**src/rtl/dhc_pkg.sv**
```systemverilog
package dhc_pkg;

    localparam int unsigned DHC_NODES  = 4;
    localparam int unsigned DHC_BLOCKS = 16;
    localparam int unsigned NODE_W     = $clog2(DHC_NODES);
    localparam int unsigned BLK_W      = $clog2(DHC_BLOCKS);

    typedef logic [NODE_W-1:0]    node_t;
    typedef logic [BLK_W-1:0]     blk_t;
    typedef logic [DHC_NODES-1:0] mask_t;

    typedef enum logic [1:0] {
        DIR_UNCACHED = 2'd0,
        DIR_SHARED   = 2'd1,
        DIR_EXCL     = 2'd2
    } dir_state_e;

    typedef enum logic [1:0] {
        CMD_NONE      = 2'd0,
        CMD_INV       = 2'd1,
        CMD_FETCH     = 2'd2,
        CMD_FETCH_INV = 2'd3
    } coh_cmd_e;

    typedef enum logic [1:0] {
        PH_IDLE  = 2'd0,
        PH_SEND  = 2'd1,
        PH_WAIT  = 2'd2,
        PH_REPLY = 2'd3
    } phase_e;

    typedef struct packed {
        dir_state_e st;
        mask_t      holders;
    } dir_entry_t;

    typedef struct packed {
        mask_t      targets;
        coh_cmd_e   cmd;
        dir_entry_t next_entry;
        logic       excl;
    } decision_t;

    function automatic mask_t node_bit(node_t n);
        mask_t r;
        r = '0;
        r[n] = 1'b1;
        return r;
    endfunction

    function automatic node_t lowest_node(mask_t m);
        node_t r;
        r = '0;
        for (int i = DHC_NODES - 1; i >= 0; i--) begin
            if (m[i]) r = node_t'(i);
        end
        return r;
    endfunction

endpackage

```
**src/rtl/dir_store.sv**
```systemverilog
module dir_store
    import dhc_pkg::*;
(
    input  logic       clk,
    input  logic       rst,
    input  blk_t       rd_blk,
    output dir_entry_t rd_entry,
    input  logic       wr_en,
    input  blk_t       wr_blk,
    input  dir_entry_t wr_entry
);

    dir_entry_t table_q [DHC_BLOCKS];

    generate
        for (genvar b = 0; b < DHC_BLOCKS; b++) begin : g_rec
            always_ff @(posedge clk) begin
                if (rst) begin
                    table_q[b] <= '{st: DIR_UNCACHED, holders: '0};
                end else if (wr_en && (wr_blk == blk_t'(b))) begin
                    table_q[b] <= wr_entry;
                end
            end
        end
    endgenerate

    assign rd_entry = table_q[rd_blk];

endmodule

```
**src/rtl/dir_policy.sv**
```systemverilog
module dir_policy
    import dhc_pkg::*;
(
    input  dir_entry_t cur,
    input  logic       is_write,
    input  node_t      src,
    output decision_t  dec
);

    mask_t src_bit;
    logic  src_owns;

    assign src_bit  = node_bit(src);
    assign src_owns = (cur.holders == src_bit);

    always_comb begin
        dec = '{targets: '0, cmd: CMD_NONE,
                next_entry: '{st: DIR_UNCACHED, holders: '0}, excl: 1'b0};
        if (!is_write) begin
            unique case (cur.st)
                DIR_SHARED: begin
                    dec.next_entry = '{st: DIR_SHARED, holders: cur.holders | src_bit};
                end
                DIR_EXCL: begin
                    if (src_owns) begin
                        dec.next_entry = cur;
                        dec.excl       = 1'b1;
                    end else begin
                        dec.targets    = cur.holders;
                        dec.cmd        = CMD_FETCH;
                        dec.next_entry = '{st: DIR_SHARED, holders: cur.holders | src_bit};
                    end
                end
                default: begin
                    dec.next_entry = '{st: DIR_SHARED, holders: src_bit};
                end
            endcase
        end else begin
            dec.excl       = 1'b1;
            dec.next_entry = '{st: DIR_EXCL, holders: src_bit};
            unique case (cur.st)
                DIR_SHARED: begin
                    dec.targets = cur.holders & ~src_bit;
                    dec.cmd     = CMD_INV;
                end
                DIR_EXCL: begin
                    if (!src_owns) begin
                        dec.targets = cur.holders;
                        dec.cmd     = CMD_FETCH_INV;
                    end
                end
                default: begin
                end
            endcase
        end
    end

endmodule

```
**src/rtl/msg_seq.sv**
```systemverilog
module msg_seq
    import dhc_pkg::*;
(
    input  logic     clk,
    input  logic     rst,
    input  logic     load,
    input  mask_t    targets,
    input  coh_cmd_e cmd_in,
    input  logic     send_en,
    input  logic     ack_valid,
    input  node_t    ack_src,
    output logic     msg_valid,
    output node_t    msg_dst,
    output coh_cmd_e msg_cmd,
    output logic     send_last,
    output mask_t    ack_pend
);

    mask_t    send_q;
    mask_t    ack_q;
    coh_cmd_e cmd_q;
    mask_t    ack_clr;

    assign msg_valid = send_en && (send_q != '0);
    assign msg_dst   = lowest_node(send_q);
    assign msg_cmd   = cmd_q;
    assign send_last = ((send_q & (send_q - mask_t'(1))) == '0);
    assign ack_clr   = ack_valid ? node_bit(ack_src) : '0;
    assign ack_pend  = ack_q;

    always_ff @(posedge clk) begin
        if (rst) begin
            send_q <= '0;
            ack_q  <= '0;
            cmd_q  <= CMD_NONE;
        end else if (load) begin
            send_q <= targets;
            ack_q  <= targets;
            cmd_q  <= cmd_in;
        end else begin
            if (msg_valid) send_q <= send_q & ~node_bit(msg_dst);
            ack_q <= ack_q & ~ack_clr;
        end
    end

endmodule

```
**src/rtl/dir_home_ctrl.sv**
```systemverilog
module dir_home_ctrl
    import dhc_pkg::*;
(
    input  logic                 clk,
    input  logic                 rst,
    input  logic                 req_valid,
    input  logic [NODE_W-1:0]    req_src,
    input  logic                 req_write,
    input  logic [BLK_W-1:0]     req_blk,
    output logic                 msg_valid,
    output logic [NODE_W-1:0]    msg_dst,
    output logic [1:0]           msg_cmd,
    input  logic                 ack_valid,
    input  logic [NODE_W-1:0]    ack_src,
    output logic                 rsp_valid,
    output logic [NODE_W-1:0]    rsp_dst,
    output logic [BLK_W-1:0]     rsp_blk,
    output logic                 rsp_excl,
    output logic                 nack_valid,
    output logic [NODE_W-1:0]    nack_dst
);

    phase_e     phase;
    dir_entry_t cur_entry;
    decision_t  dec;
    logic       accept;
    logic       send_last;
    mask_t      ack_pend;
    coh_cmd_e   seq_cmd;

    node_t      txn_src;
    blk_t       txn_blk;
    logic       txn_excl;
    dir_entry_t txn_next;

    assign accept = req_valid && (phase == PH_IDLE);

    dir_store u_store (
        .clk      (clk),
        .rst      (rst),
        .rd_blk   (req_blk),
        .rd_entry (cur_entry),
        .wr_en    (phase == PH_REPLY),
        .wr_blk   (txn_blk),
        .wr_entry (txn_next)
    );

    dir_policy u_policy (
        .cur      (cur_entry),
        .is_write (req_write),
        .src      (req_src),
        .dec      (dec)
    );

    msg_seq u_seq (
        .clk       (clk),
        .rst       (rst),
        .load      (accept),
        .targets   (dec.targets),
        .cmd_in    (dec.cmd),
        .send_en   (phase == PH_SEND),
        .ack_valid (ack_valid),
        .ack_src   (ack_src),
        .msg_valid (msg_valid),
        .msg_dst   (msg_dst),
        .msg_cmd   (seq_cmd),
        .send_last (send_last),
        .ack_pend  (ack_pend)
    );

    assign msg_cmd = seq_cmd;

    always_ff @(posedge clk) begin
        if (rst) begin
            phase    <= PH_IDLE;
            txn_src  <= '0;
            txn_blk  <= '0;
            txn_excl <= 1'b0;
            txn_next <= '{st: DIR_UNCACHED, holders: '0};
        end else begin
            unique case (phase)
                PH_IDLE: begin
                    if (accept) begin
                        txn_src  <= req_src;
                        txn_blk  <= req_blk;
                        txn_excl <= dec.excl;
                        txn_next <= dec.next_entry;
                        phase    <= (dec.targets != '0) ? PH_SEND : PH_REPLY;
                    end
                end
                PH_SEND: begin
                    if (send_last) phase <= PH_WAIT;
                end
                PH_WAIT: begin
                    if (ack_pend == '0) phase <= PH_REPLY;
                end
                default: begin
                    phase <= PH_IDLE;
                end
            endcase
        end
    end

    always_ff @(posedge clk) begin
        if (rst) begin
            nack_valid <= 1'b0;
            nack_dst   <= '0;
        end else begin
            nack_valid <= req_valid && (phase != PH_IDLE);
            nack_dst   <= req_src;
        end
    end

    assign rsp_valid = (phase == PH_REPLY);
    assign rsp_dst   = txn_src;
    assign rsp_blk   = txn_blk;
    assign rsp_excl  = txn_excl;

endmodule

```
**config.mk**
```make
export PLATFORM = sky130hd
export DESIGN_NAME = dir_home_ctrl
export DESIGN_NICKNAME = d
export VERILOG_FILES = /design/src/rtl/dhc_pkg.sv /design/src/rtl/dir_store.sv /design/src/rtl/dir_policy.sv /design/src/rtl/msg_seq.sv /design/src/rtl/dir_home_ctrl.sv
export SDC_FILE = /design/constraint.sdc
export NUM_CORES = 1
export LEC_CHECK = 0
export CAP_MARGIN = 20
export CORE_MARGIN = 5
export CORE_UTILIZATION = 55
export CTS_CLUSTER_SIZE = 12
export DETAILED_ROUTE_END_ITERATION = 10
export PLACE_DENSITY = 0.74
export SYNTH_ARGS = -nofsm -noshare
export SYNTH_HDL_FRONTEND = slang
export SYNTH_SLANG_ARGS = --single-unit
```
**constraint.sdc**
```tcl
create_clock -name clk -period 4.05 [get_ports clk]
set_input_delay 0.6075 -clock clk [delete_from_list [all_inputs] [get_ports clk]]
set_output_delay 0.6075 -clock clk [all_outputs]
set_load 0.02 [all_outputs]
```
=== After elaboration in Yosys (flattened, before gate mapping) ===
Memory sizes are Yosys's and may differ from the RTL's.
Index checks and enable logic that the tools add are counted.

* Word-level logic and storage cells: 193
* Output and inout port bits: 16
* Input bits: 13
* Memories: 1
* RAM bits: 96
* Flip-flop bits (word level): 28

* Eq/ne operators: 24
* Multiplexer cells: 94
* Bitwise operators: 24
* $lt $le $gt $ge: 6
* Add/sub/neg operators: 1
* Reduce and logical (&&, ||, !) cells: 32

{| class="wikitable"
|+ Memories
! name !! words !! bits a word !! read ports !! clocked after memory_dff !! write ports !! RTL line !! text
|-
| u_store.table_q || 16 || 6 || 1 || 0 || 16 || dir_store.sv:13 || <nowiki>dir_entry_t table_q [DHC_BLOCKS];</nowiki>
|}

{| class="wikitable"
|+ Operators with widths
! operator !! number
|-
| $mux W6 || 20
|-
| $mux W1 || 55
|-
| $eq A4 B4 Y1 const B || 8
|-
| $pmux W6 S2 || 2
|-
| $logic_and A1 B1 Y1 || 22
|-
| $and A4 B4 Y4 || 4
|-
| $eq A4 B3 Y1 const B || 4
|-
| $mux W2 || 8
|-
| $mux W4 || 4
|-
| $or A1 B1 Y1 || 16
|-
| $mux W13 || 1
|-
| $logic_not A4 Y1 || 3
|-
| $not A4 Y4 || 3
|-
| $lt A2 B3 Y1 const B || 3
|-
| $eq A4 B2 Y1 const B || 2
|-
| $reduce_bool A4 Y1 || 2
|-
| $demux W1 S2 || 3
|-
| $eq A2 B2 Y1 const B || 3
|-
| $ge A2 B1 Y1 const B || 3
|-
| $ne A2 B2 Y1 const B || 3
|-
| $pmux W2 S3 || 1
|-
| $eq A2 B1 Y1 const B || 2
|-
| $eq A4 B1 Y1 const B || 1
|-
| $eq A4 B4 Y1 || 1
|-
| other kinds (6) || 7
|}

=== Logic depth before layout (Yosys ltp) ===
* Word-level depth: 12
* Mapped depth: 13
* Depth with buffers taken out: 10

=== Hierarchy ===
A second synthesis with hierarchy kept.

* Cells, all modules: 495
* Area total of the unflattened synthesis: 6148.4 µm²

{| class="wikitable"
|+ Modules (own cells, without submodules)
! module !! sequential area each (µm²) !! cells an instance !! instances !! area an instance (µm²)
|-
| dir_store || 2882.8 || 301 || 1 || 4523.1
|-
| dir_home_ctrl || 360.3 || 86 || 1 || 747.0
|-
| msg_seq || 200.2 || 53 || 1 || 449.2
|-
| dir_policy || 0.0 || 55 || 1 || 429.2
|}

=== Worst setup path before layout ===
OpenSTA, ideal clock, no wires.

* Path type: input -> register
* Start point: in req_blk[0]
* End point: reg txn_next[2] in the netlist's numbering
* Slack: 0.467 ns
* Path buffers: 2
* Arrival time: 3.466 ns
* Setup time: 0.117 ns
* Stages: 9
* Data required time: 3.933 ns
* Cell sequence: buf_2 > buf_2 > mux4_2 > mux2i_4 > ha_1 > or4_1 > a21oi_1 > o221ai_1 > a32o_1

* Word-level cells in the longest chain between the ends: 5
* Elaborated cells between the ends (all ways): 8
* Classes of those cells: 3 x eq/ne; 3 x mux; 1 x bitwise; 1 x memory

{| class="wikitable"
|+ RTL lines
! element !! RTL line !! text
|-
| from (decl) || dir_home_ctrl.sv:9 || <nowiki>input logic [BLK_W-1:0] req_blk,</nowiki>
|-
| $mem_v2 Z16 W6 * || n/a ||
|-
| $eq A4 B4 Y1 or $or A4 B4 Y4 (tied branches) || dir_policy.sv:14, dir_policy.sv:22, dir_policy.sv:31 ||
|-
| $mux W6 || dir_policy.sv:25 || <nowiki>if (src_owns) begin</nowiki>
|-
| $pmux W6 S2 * || dir_policy.sv:20 || <nowiki>unique case (cur.st)</nowiki>
|-
| $mux W13 * || dir_policy.sv:19 || <nowiki>if (!is_write) begin</nowiki>
|-
| to (signal assigned) || dir_home_ctrl.sv:79 || <nowiki>txn_next <= '{st: DIR_UNCACHED, holders: '0};</nowiki>
|-
| to (signal assigned) || dir_home_ctrl.sv:87 || <nowiki>txn_next <= dec.next_entry;</nowiki>
|-
| to (decl) || dir_home_ctrl.sv:34 || <nowiki>dir_entry_t txn_next;</nowiki>
|}

Every way passes the cells marked *; elsewhere a longest branch is shown, timed or not.
A chain may end at the register's enable or synchronous reset.

=== Worst setup path after layout ===
* Start point: in req_blk[2]
* End point: reg txn_next[2] in the netlist's numbering

The elaborated chain is that of the path after synthesis.

==> out/results.tsv <==
stage	metric	value	unit
run_status	status	completed	
timing	rsz0062_at_grt	false	
die	start_util	55.5	%
cts	cts_htree_levels	4	
setup_path	crit_required	4.35	ns
die	die_w	117	um
cells_and_area	fin_util	64.2	%
power	peakVddDrop	0.000453	V
die	ios	29	
job	drv_cap	0	
timing	skew	0.00658	ns
timing	final-hold-violation-count	0	
logic_synthesis	netlist_area	0.00625	sq mm
cts	postCtsHoldBufs	0	
grt	grt_usage	23.2	%
logic_synthesis	netlist_instances	491	
timing	finalSetupViolCount	0	
place	io_buffer_count	28	
cts	clock_latency	0.41	ns
timing	worstMarginPinSlew	1.00	ns
route	drt_wl_total	14.4	mm
logic_synthesis	ys_warn_count	0	
power	p_per_area	504	mW/mm^2
setup_path	cp.depth	11	
place	hpwl	10.0	mm
setup_path	cp-endpoint	txn_next[2]$_SDFFE_PP0P_	
setup_path	cp_common_cell	buf_4	
route	wl_met1	5.97	mm
logic_synthesis	synth_most_common_cell	and2_1	
setup_path	arrival	3.79	ns
setup_path	crit_type	input pin to register	
die	rows	39	
cts	clk_pin_slew_worst_paths	0.05	ns
setup_path	r2r_end	txn_next[2]$_SDFFE_PP0P_	
logic_synthesis	seq_area_frac_synth	55.1	%
cts	cts_num_sinks	124	
setup_path	endpoint_kind	register	
power	p_leak	2.66	nW
setup_path	path_max_fanout	15	
cells_and_area	num_antenna_cells	0	
logic_synthesis	syn_avg_cell_area	12.7	sq um
route	via_count	4061	
route	dr_wl_met3	983	um
cells_and_area	nets	550	
timing	fin_crit_sh	86.1	%
logic_synthesis	synth_edf_count	96	
timing	tns	0	ns
setup_path	critPathSlowestCell	or4_1	
logic_synthesis	synthTopCellsByCount	and2_1, edfxtp_1, nor2_1, dfxtp_1, nand2_1	
place	gp_congestion	0.877	
setup_path	rr_startpoint	u_store.table_q[3][1]$_SDFFCE_PN0P_	
logic_synthesis	synth_fp_nets	519	
logic_synthesis	yosys.area.top_type	edfxtp_1	
setup_path	startpoint_type	input pin	
route	route.met2.wl	7.06	mm
cells_and_area	fillers	839	
logic_synthesis	yosys_most_used_dff	edfxtp_1	
setup_path	crit_path_max_incr_delay	0.59	ns
setup_path	r2r_setup_slack	0.89	ns
min_path	min_path_type	register to register	
setup_path	crit_buf_inv	3	
logic_synthesis	ys_types	53	
min_path	worstHoldStart	rsp_dst[1]$_SDFFE_PP0P_	
route	antenna_left	0	
cts	cts_resized	0	
route	top_layer_used	met4	
grt	grt_pass1_wl	22.8	mm
setup_path	crit_family	buffers and inverters	
cells_and_area	instances_no_fill	678	
cts	cts_tree	yes	
timing	fin_crit	3.49	ns
grt	grt.overflow.total	0	
cells_and_area	area.growth.synth_to_final	15.8	%
timing	max_freq	287	MHz
route	drt_pass1_iterations	5	
timing	finalMaxSlewViolations	0	
route	first_iter_violations	387	
grt	antenna_found_initial	0	
cts	cts_setup_buffers	0	
grt	first_global_vias	4188	
logic_synthesis	synth_seq_cells	124	
route	wl_per_cell	21.3	um
die	die_h	117	um
place	dpl.cell_count	645	
timing	slew_headroom	32.5	%
cts	cts-root-buf	clkbuf_16	
cts	cts_buffer_depth	2	
setup_path	crit_path_start	req_blk[2]	
logic_synthesis	ys_top_cells_by_area	edfxtp_1, and2_1, dfxtp_1	
logic_synthesis	synth.top_cell.area_share	46.1	%
die	core_area	0.0113	sq mm
route	drc	0	
setup_path	reg2reg_depth	9	
route	vias_per_cell	5.99	
setup_path	crit_chain	clkdlybuf4s50_1, buf_4, mux4_2, mux2_4, mux2i_4, ha_1, or4_1, a21oi_1, buf_4, o221ai_1, a32o_1	
cts	cts_buffers	17	
logic_synthesis	async_reset_ff_share	0	%
die	die_area	0.0136	sq mm
cells_and_area	drive_gt1_share	14.8	%
grt	grt_max_degree	28	
place	pre_cts_ws	0.181	ns
timing	setup_slack	0.561	ns
==> cell type report <==
class / count / area (sq um) / share of cell area [%]
clock buffer: 20 / 437 / 6.03
clock inverter: 12 / 151 / 2.09
inverter: 13 / 48.8 / 0.674
multi-input combinational: 327 / 2600 / 35.9
sequential: 124 / 3440 / 47.6
tap: 143 / 179 / 2.47
timing repair buffer: 39 / 380 / 5.26
==> routing by layer <==
| metal | up-vias | track usage (%) |
|---|---|---|
| met5 | - | 0 |
| met4 | 0 | 11.2 |
| met3 | 25 | 5.13 |
| met2 | 182 | 38.0 |
| met1 | 1983 | 29.3 |
| li1 | 1871 | - |
==> worst min path at each step <==
stage,to,cells past startpoint
finish,rsp_dst[1]$_SDFFE_PP0P_,2
global route,rsp_dst[0]$_SDFFE_PP0P_,2
CTS,rsp_dst[1]$_SDFFE_PP0P_,2
detailed placement,rsp_dst[1]$_SDFFE_PP0P_,2
global placement,rsp_dst[1]$_SDFFE_PP0P_,2
floorplan,u_seq.ack_pend[3]$_SDFF_PP0_,2
==> logic make-up after synthesis <==
group	share of synthesized area (%)
AND/OR/NAND/NOR	17.0
AO/OA/AOI/OAI	8.09
buffers and inverters	3.38
adder cells (fa/ha/maj)	3.16
flip-flops	55.1
multiplexers	13.3
==> flip-flops by register name, summed over array words and instances, names as in the netlist <==
register         count
u_seq.send_q         4
rsp_blk              4
txn_next             6
nack_dst             2
u_store.table_q     96
nack_valid           1
phase                2
rsp_excl             1
rsp_dst              2
u_seq.ack_pend       4
u_seq.msg_cmd        2
==> per-stage QoR <==
| stage | area, sq um | hold slack [ns] | total power, mW |
|---|---|---|---|
| global placement | 6640 | 0.440 | 2.12 |
| global route | 7240 | 0.503 | 3.78 |
| finish | 7240 | 0.461 | 3.65 |
| detailed placement | 6640 | 0.455 | 2.13 |
| CTS | 7230 | 0.463 | 3.66 |
| floorplan | 6250 | 0.448 | 1.92 |
==> placed cells by master (no fill, tap or decap), drive strengths merged, types with 3 or more instances in the layout <==
cell type      count
and2              98
edfxtp            96
nor2              29
dfxtp             28
clkdlybuf4s50     27
nand2             26
mux4              22
a21oi             21
clkbuf            20
o21ai             18
mux2              16
ha                15
inv               13
buf               12
nand3             10
clkinv             8
nand2b             7
mux2i              7
nor3               4
nand3b             4
o31ai              4
a32oi              4
a211o              4
bufinv             4
o21a               3
o211ai             3
a32o               3
o221ai             3
==> worst register-to-register path: cells and delay by family, from the launching register on <==
| family | cells | cell delay, ns |
|---|---|---|
| flip-flops | 1 | 0.39 |
| multiplexers | 3 | 1.03 |
| adder cells (fa/ha/maj) | 1 | 0.27 |
| buffers and inverters | 1 | 0.17 |
| AND/OR/NAND/NOR | 1 | 0.58 |
| AO/OA/AOI/OAI | 3 | 0.60 |
==> report_power, final <==
part	switching, mW	internal [mW]	total, mW
logic	0.329	0.229	0.558
registers	0.113	1.45	1.56
clock network	0.516	1.01	1.53
No activity file was read; power rests on OpenSTA's default activity.
